`src/rtl/ufe_pkg.sv`:
```
package ufe_pkg;

  typedef enum logic [2:0] {
    PH_IDLE = 3'd0,
    PH_CMD  = 3'd1,
    PH_ADDR = 3'd2,
    PH_WR   = 3'd3,
    PH_DUM  = 3'd4,
    PH_RD   = 3'd5,
    PH_END  = 3'd6
  } phase_e;

  typedef struct packed {
    logic       cmd_en;
    logic [2:0] addr_n;
    logic [4:0] wr_n;
    logic [2:0] dum_n;
    logic [1:0] dum_code;
    logic [4:0] rd_n;
  } ucfg_t;

  typedef struct packed {
    logic       ie;
    logic       rdy;
    logic       swcs;
    logic [1:0] dev;
    logic       exec;
  } cts_t;

  function automatic ucfg_t decode_ucfg(logic [31:0] w);
    ucfg_t c;
    c.rd_n     = w[28:24];
    c.dum_n    = w[23:21];
    c.wr_n     = w[20:16];
    c.addr_n   = (w[13:11] > 3'd4) ? 3'd0 : w[13:11];
    c.cmd_en   = w[10];
    c.dum_code = w[7:6];
    return c;
  endfunction

  function automatic cts_t decode_cts(logic [31:0] w);
    cts_t s;
    s.ie   = w[25];
    s.rdy  = w[24];
    s.swcs = w[16];
    s.dev  = w[9:8];
    s.exec = w[0];
    return s;
  endfunction

endpackage

```
`src/rtl/ufe_seq.sv`:
```
module ufe_seq
  import ufe_pkg::*;
(
  input  logic         clk,
  input  logic         rst_n,
  input  logic         start,
  input  ucfg_t        cfg,
  input  logic         tx_ready,
  output phase_e       phase,
  output logic [4:0]   idx,
  output logic [2:0]   sub,
  output logic         tx_valid,
  output logic         fire,
  output logic         finish
);

  function automatic logic [4:0] count_of(phase_e p, ucfg_t c);
    case (p)
      PH_CMD:  return {4'd0, c.cmd_en};
      PH_ADDR: return {2'd0, c.addr_n};
      PH_WR:   return c.wr_n;
      PH_DUM:  return {2'd0, c.dum_n};
      PH_RD:   return c.rd_n;
      default: return 5'd0;
    endcase
  endfunction

  // lowest non-empty phase at or after p, else the end state
  function automatic phase_e first_from(logic [2:0] p, ucfg_t c);
    phase_e r;
    r = PH_END;
    for (int k = 5; k >= 1; k--) begin
      if (k >= int'(p) && count_of(phase_e'(3'(k)), c) != 5'd0)
        r = phase_e'(3'(k));
    end
    return r;
  endfunction

  logic [4:0] cur_n;
  logic       last_sub;
  logic       last_idx;

  assign cur_n    = count_of(phase, cfg);
  assign tx_valid = (phase != PH_IDLE) && (phase != PH_END);
  assign fire     = tx_valid && tx_ready;
  assign finish   = (phase == PH_END);
  assign last_sub = (phase != PH_DUM) || (sub == 3'(32'd7 >> cfg.dum_code));
  assign last_idx = (idx == cur_n - 5'd1);

  always_ff @(posedge clk or negedge rst_n) begin
    if (!rst_n) begin
      phase <= PH_IDLE;
      idx   <= '0;
      sub   <= '0;
    end else if (start) begin
      phase <= first_from(3'(PH_CMD), cfg);
      idx   <= '0;
      sub   <= '0;
    end else if (fire) begin
      if (!last_sub) begin
        sub <= sub + 3'd1;
      end else begin
        sub <= '0;
        if (last_idx) begin
          idx   <= '0;
          phase <= first_from(3'(phase) + 3'd1, cfg);
        end else begin
          idx <= idx + 5'd1;
        end
      end
    end else if (phase == PH_END) begin
      phase <= PH_IDLE;
    end
  end

  // the end state lasts exactly one cycle
  assert_end_one_cycle_R8: assert property (@(posedge clk) disable iff (!rst_n)
    (phase == PH_END) |=> (phase == PH_IDLE));

  // the control side never starts a run while one is in flight
  assert_start_when_idle_R1: assert property (@(posedge clk) disable iff (!rst_n)
    start |-> (phase == PH_IDLE));

endmodule

```
`src/rtl/ufe_txmux.sv`:
```
module ufe_txmux
  import ufe_pkg::*;
(
  input  phase_e       phase,
  input  logic [4:0]   idx,
  input  logic [2:0]   sub,
  input  logic [2:0]   addr_n,
  input  logic [1:0]   dum_code,
  input  logic [31:0]  ucmd,
  input  logic [31:0]  uaddr,
  input  logic [127:0] wr_words,
  output logic [7:0]   tx_data,
  output logic [3:0]   tx_nbits
);

  logic [1:0] addr_sel;
  logic [1:0] wr_word;
  logic [1:0] dum_sel;
  logic [7:0] dum_byte;
  logic [3:0] dum_w;
  logic [2:0] dum_sh;
  logic [7:0] dum_mask;

  assign addr_sel = 2'(addr_n - 3'd1 - idx[2:0]);
  assign wr_word  = idx[4] ? 2'd3 : idx[3:2];
  assign dum_sel  = (idx == 5'd0) ? 2'd1 : (idx == 5'd1) ? 2'd2 : 2'd3;
  assign dum_byte = ucmd[{dum_sel, 3'b000} +: 8];
  assign dum_w    = 4'd1 << dum_code;
  assign dum_sh   = 3'({1'b0, sub} * dum_w);
  assign dum_mask = 8'((9'd1 << dum_w) - 9'd1);

  always_comb begin
    tx_data  = 8'd0;
    tx_nbits = 4'd8;
    case (phase)
      PH_CMD:  tx_data = ucmd[7:0];
      PH_ADDR: tx_data = uaddr[{addr_sel, 3'b000} +: 8];
      PH_WR:   tx_data = wr_words[{wr_word, idx[1:0], 3'b000} +: 8];
      PH_DUM: begin
        tx_data  = (dum_byte >> dum_sh) & dum_mask;
        tx_nbits = dum_w;
      end
      PH_RD:   tx_data = 8'd0;
      default: tx_nbits = 4'd0;
    endcase
  end

endmodule

```
`src/rtl/ufe_rdcap.sv`:
```
module ufe_rdcap #(
  parameter int NUM_WORDS = 4
) (
  input  logic                   clk,
  input  logic                   rst_n,
  input  logic                   capture,
  input  logic [4:0]             idx,
  input  logic [7:0]             rx_data,
  output logic [NUM_WORDS*32-1:0] rd_words
);

  localparam int BYTES = NUM_WORDS * 4;

  logic [7:0] bytes_q [BYTES];

  for (genvar b = 0; b < BYTES; b++) begin : g_lane
    always_ff @(posedge clk or negedge rst_n) begin
      if (!rst_n)
        bytes_q[b] <= 8'd0;
      else if (capture && idx == 5'(b))
        bytes_q[b] <= rx_data;
    end
    assign rd_words[b*8 +: 8] = bytes_q[b];
  end

  // stored read data moves only on a captured read transfer
  assert_rd_hold_R7: assert property (@(posedge clk) disable iff (!rst_n)
    !capture |=> $stable(rd_words));

endmodule

```
`src/rtl/ufe_ctl.sv`:
```
module ufe_ctl
  import ufe_pkg::*;
#(
  parameter int CS_COUNT = 2
) (
  input  logic                clk,
  input  logic                rst_n,
  input  logic                cts_wr,
  input  logic [31:0]         cts_wdata,
  input  logic                finish,
  output logic                start,
  output logic                busy,
  output logic                irq,
  output logic [31:0]         cts_rdata,
  output logic [CS_COUNT-1:0] cs_n
);

  cts_t       w;
  logic       exec_q, rdy_q, ie_q, swcs_q;
  logic [1:0] dev_q;
  logic       act_v;
  logic [1:0] act_idx;

  assign w     = decode_cts(cts_wdata);
  assign start = cts_wr && !exec_q && w.exec;
  assign busy  = exec_q;
  assign irq   = rdy_q && ie_q;
  assign cts_rdata = {6'd0, ie_q, rdy_q, 7'd0, swcs_q, 6'd0, dev_q, 7'd0, exec_q};

  function automatic logic dev_ok(logic [1:0] d);
    return int'(d) < CS_COUNT;
  endfunction

  always_ff @(posedge clk or negedge rst_n) begin
    if (!rst_n) begin
      exec_q  <= 1'b0;
      rdy_q   <= 1'b0;
      ie_q    <= 1'b0;
      swcs_q  <= 1'b1;
      dev_q   <= 2'd0;
      act_v   <= 1'b0;
      act_idx <= 2'd0;
    end else begin
      if (cts_wr) ie_q <= w.ie;
      if (finish) rdy_q <= 1'b1;
      else if (cts_wr && w.rdy) rdy_q <= 1'b0;

      if (finish) begin
        exec_q <= 1'b0;
        if (swcs_q) act_v <= 1'b0;
      end else if (cts_wr && !exec_q) begin
        swcs_q <= w.swcs;
        dev_q  <= w.dev;
        if (w.exec) exec_q <= 1'b1;
        if (w.exec && w.swcs) begin
          act_v   <= dev_ok(w.dev);
          act_idx <= w.dev;
        end else if (swcs_q && !w.swcs) begin
          act_v   <= dev_ok(dev_q);
          act_idx <= dev_q;
        end else if (!swcs_q && w.swcs) begin
          act_v <= 1'b0;
        end
      end
    end
  end

  for (genvar i = 0; i < CS_COUNT; i++) begin : g_cs
    assign cs_n[i] = !(act_v && act_idx == 2'(i));
  end

  // never more than one device selected
  assert_cs_onehot_R10: assert property (@(posedge clk) disable iff (!rst_n)
    $onehot0(~cs_n));

  // chip selects do not move in the middle of a transaction
  assert_cs_steady_busy_R10: assert property (@(posedge clk) disable iff (!rst_n)
    (exec_q && !finish) |=> $stable(cs_n));

  // execute only drops on completion
  assert_exec_fall_R8: assert property (@(posedge clk) disable iff (!rst_n)
    $fell(exec_q) |-> $past(finish));

  // completion wins over a clearing write
  assert_finish_sets_R9: assert property (@(posedge clk) disable iff (!rst_n)
    finish |=> rdy_q);

  // an active select always names an existing device
  assert_dev_range_R12: assert property (@(posedge clk) disable iff (!rst_n)
    act_v |-> (int'(act_idx) < CS_COUNT));

endmodule

```
`src/rtl/flash_cmd_engine.sv`:
```
module flash_cmd_engine
  import ufe_pkg::*;
#(
  parameter int CS_COUNT  = 2,
  parameter int NUM_WORDS = 4
) (
  input  logic                   clk,
  input  logic                   rst_n,
  input  logic                   cts_wr,
  input  logic [31:0]            cts_wdata,
  output logic [31:0]            cts_rdata,
  output logic                   irq,
  input  logic [31:0]            ucfg,
  input  logic [31:0]            ucmd,
  input  logic [31:0]            uaddr,
  input  logic [NUM_WORDS*32-1:0] wr_words,
  output logic [NUM_WORDS*32-1:0] rd_words,
  output logic                   tx_valid,
  input  logic                   tx_ready,
  output logic [7:0]             tx_data,
  output logic [3:0]             tx_nbits,
  input  logic [7:0]             rx_data,
  output logic [CS_COUNT-1:0]    cs_n
);

  ucfg_t      cfg;
  phase_e     phase;
  logic [4:0] idx;
  logic [2:0] sub;
  logic       start, busy, fire, finish;

  assign cfg = decode_ucfg(ucfg);

  ufe_ctl #(.CS_COUNT(CS_COUNT)) u_ctl (
    .clk(clk), .rst_n(rst_n), .cts_wr(cts_wr), .cts_wdata(cts_wdata),
    .finish(finish), .start(start), .busy(busy), .irq(irq),
    .cts_rdata(cts_rdata), .cs_n(cs_n)
  );

  ufe_seq u_seq (
    .clk(clk), .rst_n(rst_n), .start(start), .cfg(cfg), .tx_ready(tx_ready),
    .phase(phase), .idx(idx), .sub(sub), .tx_valid(tx_valid),
    .fire(fire), .finish(finish)
  );

  ufe_txmux u_mux (
    .phase(phase), .idx(idx), .sub(sub), .addr_n(cfg.addr_n),
    .dum_code(cfg.dum_code), .ucmd(ucmd), .uaddr(uaddr),
    .wr_words(wr_words[127:0]), .tx_data(tx_data), .tx_nbits(tx_nbits)
  );

  ufe_rdcap #(.NUM_WORDS(NUM_WORDS)) u_rd (
    .clk(clk), .rst_n(rst_n), .capture(fire && phase == PH_RD),
    .idx(idx), .rx_data(rx_data), .rd_words(rd_words)
  );

  // a stalled offer holds its payload
  assert_tx_hold_R13: assert property (@(posedge clk) disable iff (!rst_n)
    (tx_valid && !tx_ready) |=> (tx_valid && $stable(tx_data) && $stable(tx_nbits)));

  // transfers are only offered while execute reads 1
  assert_tx_busy_R1: assert property (@(posedge clk) disable iff (!rst_n)
    tx_valid |-> (busy && cts_rdata[0]));

endmodule

```
`config.mk`:
```
export PLATFORM = sky130hd
export DESIGN_NAME = flash_cmd_engine
export DESIGN_NICKNAME = d
export VERILOG_FILES = /design/src/rtl/ufe_pkg.sv /design/src/rtl/ufe_seq.sv /design/src/rtl/ufe_txmux.sv /design/src/rtl/ufe_rdcap.sv /design/src/rtl/ufe_ctl.sv /design/src/rtl/flash_cmd_engine.sv
export SDC_FILE = /design/constraint.sdc
export NUM_CORES = 1
export LEC_CHECK = 0
export BUFFER_PORTS_ARGS = -buffer_cell sky130_fd_sc_hd__buf_2
export CORE_AREA = 2 2 170 172
export CTS_CLUSTER_SIZE = 20
export DETAILED_ROUTE_END_ITERATION = 8
export DIE_AREA = 0 0 172 174
export GPL_ROUTABILITY_DRIVEN = 0
export PLACE_DENSITY_LB_ADDON = 0.25
export SYNTH_ARGS = -nofsm -noshare
export SYNTH_HDL_FRONTEND = slang
export SYNTH_SLANG_ARGS = --single-unit
```
`constraint.sdc`:
```
create_clock -name clk -period 3.95 [get_ports clk]
set_input_delay 0.1975 -clock clk [delete_from_list [all_inputs] [get_ports clk]]
set_output_delay 0.1975 -clock clk [all_outputs]
set_load 0.05 [all_outputs]
```
==> flow_summary.json, run 1 <==
{
  "status": "complete, no violations",
  "port_buffers": 378,
  "crit_start": "u_seq.idx[0]",
  "fin_ws_ps": 214.1,
  "place_ws_ps": 449.7,
  "fin_tns_setup_ps": 0,
  "synthToLayoutAreaGrowth_pct": 31.62,
  "drc": 0,
  "synth.area.top_cells": "dfrtp_1, mux2_2, mux4_2, ha_1, buf_4",
  "fin_util_pct": 41.28,
  "viasPerCell": 5.015,
  "leakage_nw": 6.107,
  "via_count": 7602,
  "finalCritPeriodShare_pct": 94.58,
  "cp_top_family": "simple AND/OR/NAND/NOR gates",
  "dr_wl_met3_um": 2465,
  "worstSetupPathDepth": 9,
  "max_stage_delay_ps": 640,
  "drive_above_1_share_pct": 55.12,
  "fin_nets": 1407,
  "antenna_found_initial": 1,
  "cp_slowest_cell": "or4b_1",
  "dieArea_um2": 29930,
  "cts_tree": "built",
  "wl_per_cell_um": 19.86,
  "die_y_um": 174,
  "numCtsBuffers": 17,
  "grt_max_degree": 81,
  "async_flop_share_pct": 100.0,
  "worst_hold_path_type": "input port to flip-flop",
  "rr_startpoint": "u_seq.phase[0]",
  "powerDensity_nw_per_um2": 479.9,
  "path_clk_slew_ps": 70,
  "final-max-slew-violation-count": 0,
  "ys_ff_latch": 148,
  "track_usage_pct": 19.49,
  "yosysMostFrequentCell": "dfrtp_1",
  "cp.arrival_ps": 3540,
  "syn_avg_cell_area_um2": 11.73,
  "fin_skew_ps": 9.170,
  "synth_top_area_cell": "dfrtp_1",
  "post-synth-top-area-fraction_pct": 41.54,
  "maxCapViolCount": 0,
  "fin_cells": 1516,
  "hold_viol": 0,
  "cts_root_buffer": "clkbuf_16",
  "ioPinCount": 444,
  "fp.coreArea_um2": 28240,
  "critPathBufInv": 2,
  "finalSetupViolations": 0,
  "met2_length_um": 14210,
  "required_ps": 3750,
  "rows": 62,
  "fillers": 2850,
  "fp.dieW_um": 172,
  "cp-start-kind": "flip-flop",
  "first_pass_iters": 5,
  "synthCells": 755,
  "routed_wl_um": 30100,
  "clock_latency_ps": 420,
  "drt_first_iter_violations": 380,
  "path_class": "flip-flop to output port",
  "synth-edff-count": 0,
  "min_period_ps": 3736,
  "grt_overflow": 0,
  "max-slew-margin-rel_pct": 37.49,
  "dr.max_layer_used": "met5",
  "irDropWorstVdd_v": 0.0002659,
  "ant_nets": 0,
  "dp_hpwl_um": 23660,
  "yosysSeqAreaShare_pct": 41.84,
  "worst_pin_slew_ps": 930.9,
  "grt_pass1_vias": 7493,
  "dp_cells": 1481,
  "synth_flop_cell": "dfrtp_1",
  "rr_worst_depth": 12,
  "r2r_slack_ps": 410,
  "worstSetupEndpoint": "tx_data[1]",
  "cp-end-kind": "output port",
  "cts.sink_count": 148,
  "path_max_fanout": 13,
  "ys_top_cells_by_count": "dfrtp_1, mux2_2, nand2_1",
  "grt_setup_unrepaired": "false",
  "grt_pass1_wl_um": 44350,
  "htree_levels": 4,
  "crit_chain": "inv_1 > ha_1 > or4b_1 > a31oi_1 > mux2i_1 > nand2_1 > nor2_1 > o32ai_1 > buf_2",
  "report.power.total_mw": 5.593,
  "max_clock_freq_mhz": 267.7,
  "synth_cell_type_count": 71,
  "wirelength_met1_um": 12760,
  "ys_warn_count": 0,
  "post_cts_buffers": 0,
  "clockBufferDepth": 2,
  "synthesis.area_um2": 8855,
  "initial_utilization_pct": 31.36,
  "antenna_cells": 0,
  "r2r-end": "u_seq.phase[1]"
}
==> routing by layer <==
layer	vias up	GRT usage [%]
met5	-	0
met4	2	5.392
met3	38	5.852
met2	326	31.68
met1	3757	25.16
li1	3479	-
==> sequential cells by signal (all words and copies together), names as in the netlist <==
signal         flops
u_rd.rd_words    128
u_seq.idx          5
u_seq.phase        3
u_seq.sub          3
u_ctl.act_idx      2
u_ctl.dev_q        2
u_ctl.act_v        1
u_ctl.busy         1
u_ctl.ie_q         1
u_ctl.rdy_q        1
u_ctl.swcs_q       1
==> tightest hold or removal path, cell delays in order <==
cell and delay (ps):
buf_2 80, nand2_1 40, nand2_1 50, nand2_1 50
==> metrics by stage <==
stage / instance area (um2) / hold WS, ps
5_1_grt: 11650 / 13.90
6_report: 11650 / 31.79
3_5_place_dp: 11000 / 313.8
2_1_floorplan: 8949 / -98.09
4_1_cts: 11630 / 11.30
3_3_place_gp: 11000 / 307.3
==> what timing repair did <==
action                     4_1_cts  5_1_grt
setup endpoints to repair        0        2
gates resized for setup          0        3
hold buffers                     3        0
hold endpoints to repair        81        0
==> power breakdown <==
| part | switching, mW | internal (mW) |
|---|---|---|
| sequential | 0.107 | 1.58 |
| combinational | 1.34 | 0.902 |
| clock | 0.688 | 0.972 |
==> logic make-up (layout without fill, tap and decap cells) <==
| group | count (synthesis) | after routing | share of synthesized area [%] |
|---|---|---|---|
| muxes | 190 | 190 | 28.98 |
| and+or+nand+nor | 194 | 194 | 11.49 |
| adders and majority gates | 20 | 20 | 2.826 |
| buffers and inverters | 85 | 437 | 5.242 |
| xor gates and xnor gates | 13 | 13 | 1.286 |
| other | 1 | 26 | 0.04235 |
| DFF | 148 | 148 | 41.84 |
| AOI/OAI and AO/OA | 104 | 104 | 8.295 |
==> how the worst min path moves through the flow <==
| stage | start | end | cells after the start | slack, ps |
|---|---|---|---|---|
| finish | cts_wdata[24] | u_ctl.rdy_q | 4 | 30 |
| detailed placement | rst_n | u_rd.rd_words[46] | 1 | 310 |
| floorplan | rst_n | u_ctl.act_idx[0] | 0 | -100 |
| global placement | rst_n | u_rd.rd_words[41] | 1 | 310 |
| CTS | cts_wdata[9] | u_ctl.dev_q[1] | 2 | 10 |
| global route | cts_wdata[9] | u_ctl.dev_q[1] | 2 | 10 |
==> placed cells by master (no fill, tap or decap), types with 19 or more instances in the layout <==
cell	instances
buf_2	377
a21oi_1	19
mux4_2	39
ha_1	20
nand2_1	45
mux2_2	133
dfrtp_1	146
nand3_1	20
nor2_1	38
conb_1	26
==> layout make-up <==
| class | instances | area (um2) | area share (%) |
|---|---|---|---|
| multi-input combinational | 547 | 4805 | 41.22 |
| sequential | 148 | 3706 | 31.80 |
| timing repair buffer | 388 | 1993 | 17.10 |
| tap | 384 | 480.5 | 4.122 |
| clock buffer | 19 | 442.9 | 3.800 |
| clock inverter | 13 | 163.9 | 1.406 |
| inverter | 17 | 63.81 | 0.5475 |
(Power assumes the default switching activity.)
==> inputs of run 2 (changes only) <==
- BUFFER_PORTS_ARGS: -buffer_cell sky130_fd_sc_hd__buf_2 -> -buffer_cell sky130_fd_sc_hd__buf_4
- CTS_BUF_LIST: default -> sky130_fd_sc_hd__clkbuf_4 sky130_fd_sc_hd__clkbuf_8
==> run 2 against run 1 <==
  * Sequential cell count stayed put
  * Global-route usage rose by 0.52 points
  * Routed wire length up 2.2%
  * Utilization rose by 2.7 points
  * Non-clock buffer count is 4 higher
  * Worst setup slack better by 65 ps
  * Critical path type unchanged
==> flow_summary.json, run 2 (same netlist as run 1, synthesis figures left out) <==
{
  "fin_skew_ps": 13.49,
  "antenna_cells": 0,
  "port_buffers": 378,
  "largest_reg_flops": 128,
  "cp-end-kind": "output port",
  "track_usage_pct": 20.01,
  "min_delay_path_depth": 4,
  "grt_setup_unrepaired": "false",
  "path_max_fanout": 8,
  "first_pass_iters": 7,
  "routed_wl_um": 30750,
  "ant_nets": 0,
  "wl_per_cell_um": 20.23,
  "leakage_nw": 6.203,
  "cts.sink_count": 148,
  "max_clock_freq_mhz": 272.4,
  "drive_above_1_share_pct": 55.02,
  "ioPinCount": 444,
  "cp-start-kind": "flip-flop",
  "die_y_um": 174,
  "dieArea_um2": 29930,
  "grt_pass1_vias": 7623,
  "powerDensity_nw_per_um2": 422.6,
  "cts_tree": "built",
  "post_cts_buffers": 0,
  "dp_hpwl_um": 24170,
  "hold_slack_ps": 37.61,
  "fin_tns_setup_ps": 0,
  "status": "complete, no violations",
  "grt_pass1_wl_um": 45270,
  "fp.dieW_um": 172,
  "max-slew-margin-rel_pct": 36.00,
  "synthToLayoutAreaGrowth_pct": 40.27,
  "grt_max_degree": 101,
  "path_class": "flip-flop to output port",
  "irDropWorstVdd_v": 0.0002015,
  "cts_root_buffer": "clkbuf_8",
  "htree_levels": 4,
  "min_period_ps": 3671,
  "mostFrequentLayoutCells": "buf_4, dfrtp_1, mux2_2",
  "fin_nets": 1411,
  "viasPerCell": 4.971,
  "clock_latency_ps": 440,
  "final-max-slew-violation-count": 0,
  "drt_first_iter_violations": 471,
  "initial_utilization_pct": 31.36,
  "fillers": 2741,
  "via_count": 7556,
  "report.power.total_mw": 5.249,
  "cp.arrival_ps": 3470,
  "worst_hold_path_type": "input port to flip-flop",
  "finalCritPeriodShare_pct": 92.93,
  "grt_overflow": 0,
  "required_ps": 3750,
  "path_clk_slew_ps": 90,
  "antenna_found_initial": 0,
  "worst_pin_slew_ps": 953.1,
  "hold_viol": 0,
  "final_common_cell": "buf_4",
  "fp.coreArea_um2": 28240,
  "finalSetupViolations": 0,
  "clockBufferDepth": 2,
  "drc": 0,
  "rows": 62,
  "numCtsBuffers": 17,
  "maxCapViolCount": 0,
  "rr_worst_depth": 12
}
==> run 2: per-stage QoR <==
step	utilization [%]	setup WS (ps)	cell area, um2	cells
after floorplan	-	95.31	8949	780
after global placement	42.28	542.3	11940	1481
after detailed placement	42.28	498.1	11940	1481
after CTS	43.97	233.0	12420	1520
after global routing	43.99	30.53	12420	1520
final	43.99	279.1	12420	1520
==> run 2: path summary, 6_finish.rpt <==
kind / slack, ps / startpoint / end
worst max-delay path: 280 / u_seq.idx[0] / tx_data[1]
worst min-delay path: 40 / cts_wr / u_ctl.rdy_q
worst max register to register: 450 / u_seq.phase[0] / u_seq.phase[1]
worst min register to register: 510 / u_rd.rd_words[103] / u_rd.rd_words[103]
max in group asynchronous: 2640 / rst_n / u_ctl.swcs_q
min in group asynchronous: 430 / rst_n / u_rd.rd_words[112]
==> run 2: worst max-delay path: stages (launching register included) <==
cell,delay [ps]
dfrtp_2,410
inv_1,190
ha_1,200
xor2_1,100
xnor2_1,790
mux4_2,430
a222oi_1,470
o32ai_1,200
buf_4,230
==> run 2: cell type report <==
type                    count  area (um2)  share of cell area [%]
clock inverters            14       165.2                   1.330
inverters                  17       63.81                  0.5137
multi-input cells         547        4787                   38.54
flip-flops and latches    148        3706                   29.84
repair buffers            392        2977                   23.96
well taps                 384       480.5                   3.868
clock buffers              18       241.5                   1.944
==> run 2: what timing repair did <==
item,CTS,global route
endpoints found under the setup margin,0,2
hold endpoints to repair,104,0
hold buffers,7,0
gates resized for setup,0,1
==> run 2: power breakdown <==
part | internal, mW | total [mW] | switching [mW]
combinational | 0.992 | 2.34 | 1.34
sequential | 1.58 | 1.68 | 0.102
clock | 0.587 | 1.23 | 0.643
total | 3.16 | 5.25 | 2.09
==> run 2: metal layers <==
layer | global-route usage, % | share of wire, % | vias up
li1 | - | - | 3475
met2 | 33.15 | 48 | 348
met3 | 6.056 | 9.3 | 26
met1 | 25.49 | 41 | 3707
met4 | 5.007 | 1.7 | 0
met5 | 0 | 0 | -
==> inputs of run 3 (changes only) <==
- ABC_AREA: default -> 1
- CORE_AREA: 2 2 170 172 -> 2 2 174 176
- DIE_AREA: 0 0 172 174 -> 0 0 176 178
==> run 3 against run 2 <==
  * Synthesized cell count rose by 64%
  * Global-route usage rose by 2.0 points
  * Cell count increased by 31%
  * Critical path depth up 6
==> flow_summary.json, run 3 <==
{
  "status": "complete, no violations",
  "final-max-slew-violation-count": 0,
  "synthToLayoutAreaGrowth_pct": 36.74,
  "async_flop_share_pct": 100.0,
  "numCtsBuffers": 17,
  "cp-start-kind": "flip-flop",
  "hold_viol": 0,
  "cts_tree": "built",
  "fin_tns_setup_ps": 0,
  "ys_ff_latch": 148,
  "clockBufferDepth": 2,
  "crit_chain": "inv_1 > buf_4 > ha_1 > clkinv_1 > nand3_2 > nand2_1 > nand3_2 > nand2_1 > nand2_1 > nand3_1 > nand2_1 > nand2_1 > a21oi_1 > buf_4",
  "maxCapViolCount": 0,
  "max_stage_delay_ps": 380,
  "min_period_ps": 3405,
  "worst_hold_path_type": "input port to flip-flop",
  "ys_warn_count": 0,
  "path_class": "flip-flop to output port",
  "track_usage_pct": 22.05,
  "largest_reg_flops": 128,
  "dp_hpwl_um": 26730,
  "required_ps": 3750,
  "first_pass_iters": 5,
  "cts.sink_count": 148,
  "fp.coreArea_um2": 29400,
  "grt_pass1_vias": 9351,
  "yosysSeqAreaShare_pct": 40.12,
  "synth_top_area_cell": "dfrtp_1",
  "wl_per_cell_um": 17.37,
  "cts_resized": 0,
  "ioPinCount": 444,
  "fin_util_pct": 42.95,
  "path_common_cell": "nand2_1",
  "place_ws_ps": 993.7,
  "synthCells": 1239,
  "drive_above_1_share_pct": 30.81,
  "fp.dieW_um": 176,
  "drc": 0,
  "antenna_found_initial": 5,
  "synth_flop_cell": "dfrtp_1",
  "cp.arrival_ps": 3210,
  "finalSetupViolations": 0,
  "irDropWorstVdd_v": 0.0002524,
  "syn_avg_cell_area_um2": 7.454,
  "max-slew-margin-rel_pct": 32.00,
  "port_buffers": 378,
  "grt_max_degree": 86,
  "path_clk_slew_ps": 90,
  "die_y_um": 178,
  "synth.area.top_cells": "dfrtp_1, nand2_1, o21ai_0, nor2_1, nand3_1",
  "htree_levels": 4,
  "drt_first_iter_violations": 539,
  "fin_nets": 1876,
  "routed_wl_um": 34660,
  "via_count": 9554,
  "grt_overflow": 0,
  "final_common_cell": "buf_4",
  "cts_root_buffer": "clkbuf_8",
  "dieArea_um2": 31330,
  "grt_pass1_wl_um": 53060,
  "rows": 63,
  "synth_cell_type_count": 49,
  "cp-end-kind": "output port",
  "fin_cells": 1995,
  "fin_ws_ps": 545.5,
  "synthesis.area_um2": 9235,
  "yosysMostFrequentCell": "nand2_1",
  "grt_setup_unrepaired": "false",
  "ant_nets": 0,
  "path_max_fanout": 33,
  "clock_latency_ps": 460,
  "dp_cells": 1951,
  "powerDensity_nw_per_um2": 238.4,
  "ys_top_cells_by_count": "nand2_1, dfrtp_1, o21ai_0",
  "finalCritPeriodShare_pct": 86.19,
  "hold_slack_ps": 125.3,
  "cp_slowest_cell": "dfrtp_1",
  "mostFrequentLayoutCells": "buf_4, nand2_1, dfrtp_1",
  "leakage_nw": 6.535,
  "max_clock_freq_mhz": 293.7,
  "synth-edff-count": 0,
  "viasPerCell": 4.789,
  "post-synth-top-area-fraction_pct": 39.83,
  "initial_utilization_pct": 31.41,
  "fin_skew_ps": 11.07,
  "worst_pin_slew_ps": 1018
}
[run 3: final timing paths]
path                       slack (ps)  cells past startpoint           endpoint        startpoint
setup / recovery                  550                     14         tx_data[4]      u_seq.idx[1]
hold / removal                    130                      4       u_seq.sub[1]          tx_ready
setup reg to reg                 1000                     19     u_seq.phase[2]    u_seq.phase[2]
hold reg to reg                   490                      2   u_rd.rd_words[9]  u_rd.rd_words[9]
max in group asynchronous        2790                      3  u_rd.rd_words[50]             rst_n
min in group asynchronous         270                      2         u_ctl.ie_q             rst_n
[run 3: area by class of cell]
type                            instances  area, um2
Tap cell                              390      488.0
Timing Repair Buffer                  394       2994
Fill cell                            3064      16770
Clock inverter                          9      55.05
Multi-Input combinational cell        944       4766
Inverter                               83      316.6
Sequential cell                       148       3706
Antenna cell                            5      12.51
Clock buffer                           22      290.3
[run 3: kinds of logic (layout without fill, tap and decap cells)]
kind of cell / after synthesis / in the layout / share of synthesized area, %
DFF: 148 / 148 / 40.12
muxes: 3 / 3 / 0.3387
xor gates and xnor gates: 14 / 14 / 1.328
and+or+nand+nor: 600 / 600 / 29.12
other: 1 / 31 / 0.04061
AOI/OAI and AO/OA: 281 / 281 / 17.06
adders and majority gates: 20 / 20 / 2.710
buffers and inverters: 172 / 508 / 9.294
[run 3: power breakdown]
part / internal (mW) / total [mW] / switching [mW]
Sequential: 1.51 / 1.52 / 0.000863
Clock: 0.491 / 1.07 / 0.580
Combinational: 0.192 / 0.424 / 0.232
Total: 2.20 / 3.01 / 0.813
[run 3: layer usage]
layer / global-route usage (%) / up-vias / part of all wire, %
met3: 7.715 / 47 / 9.7
met1: 25.95 / 4408 / 39
met2: 37.73 / 364 / 48
li1: - / 4735 / -
met5: 0 / - / 0
met4: 7.025 / 0 / 2.6
[run 3: what timing repair did]
action | in CTS | in global routing
endpoints found under the setup margin | 0 | 0
endpoints found under the hold margin | 68 | 0
hold buffers | 8 | 0
buffers inserted | 0 | 0
[run 3: through the flow]
step | instance area [um2] | power (mW)
2_1_floorplan | 9329 | 1.730
3_3_place_gp | 12190 | 1.962
3_5_place_dp | 12190 | 1.965
4_1_cts | 12620 | 3.058
5_1_grt | 12620 | 3.147
6_report | 12630 | 3.011
[run 3: critical path: cells and delay by family, from the launching register on]
| family | cells | cell delay (ps) |
|---|---|---|
| buffers and inverters | 4 | 960 |
| AOI/OAI and AO/OA | 1 | 220 |
| and+or+nand+nor | 8 | 890 |
| adders and majority gates | 1 | 290 |
| DFF | 1 | 380 |
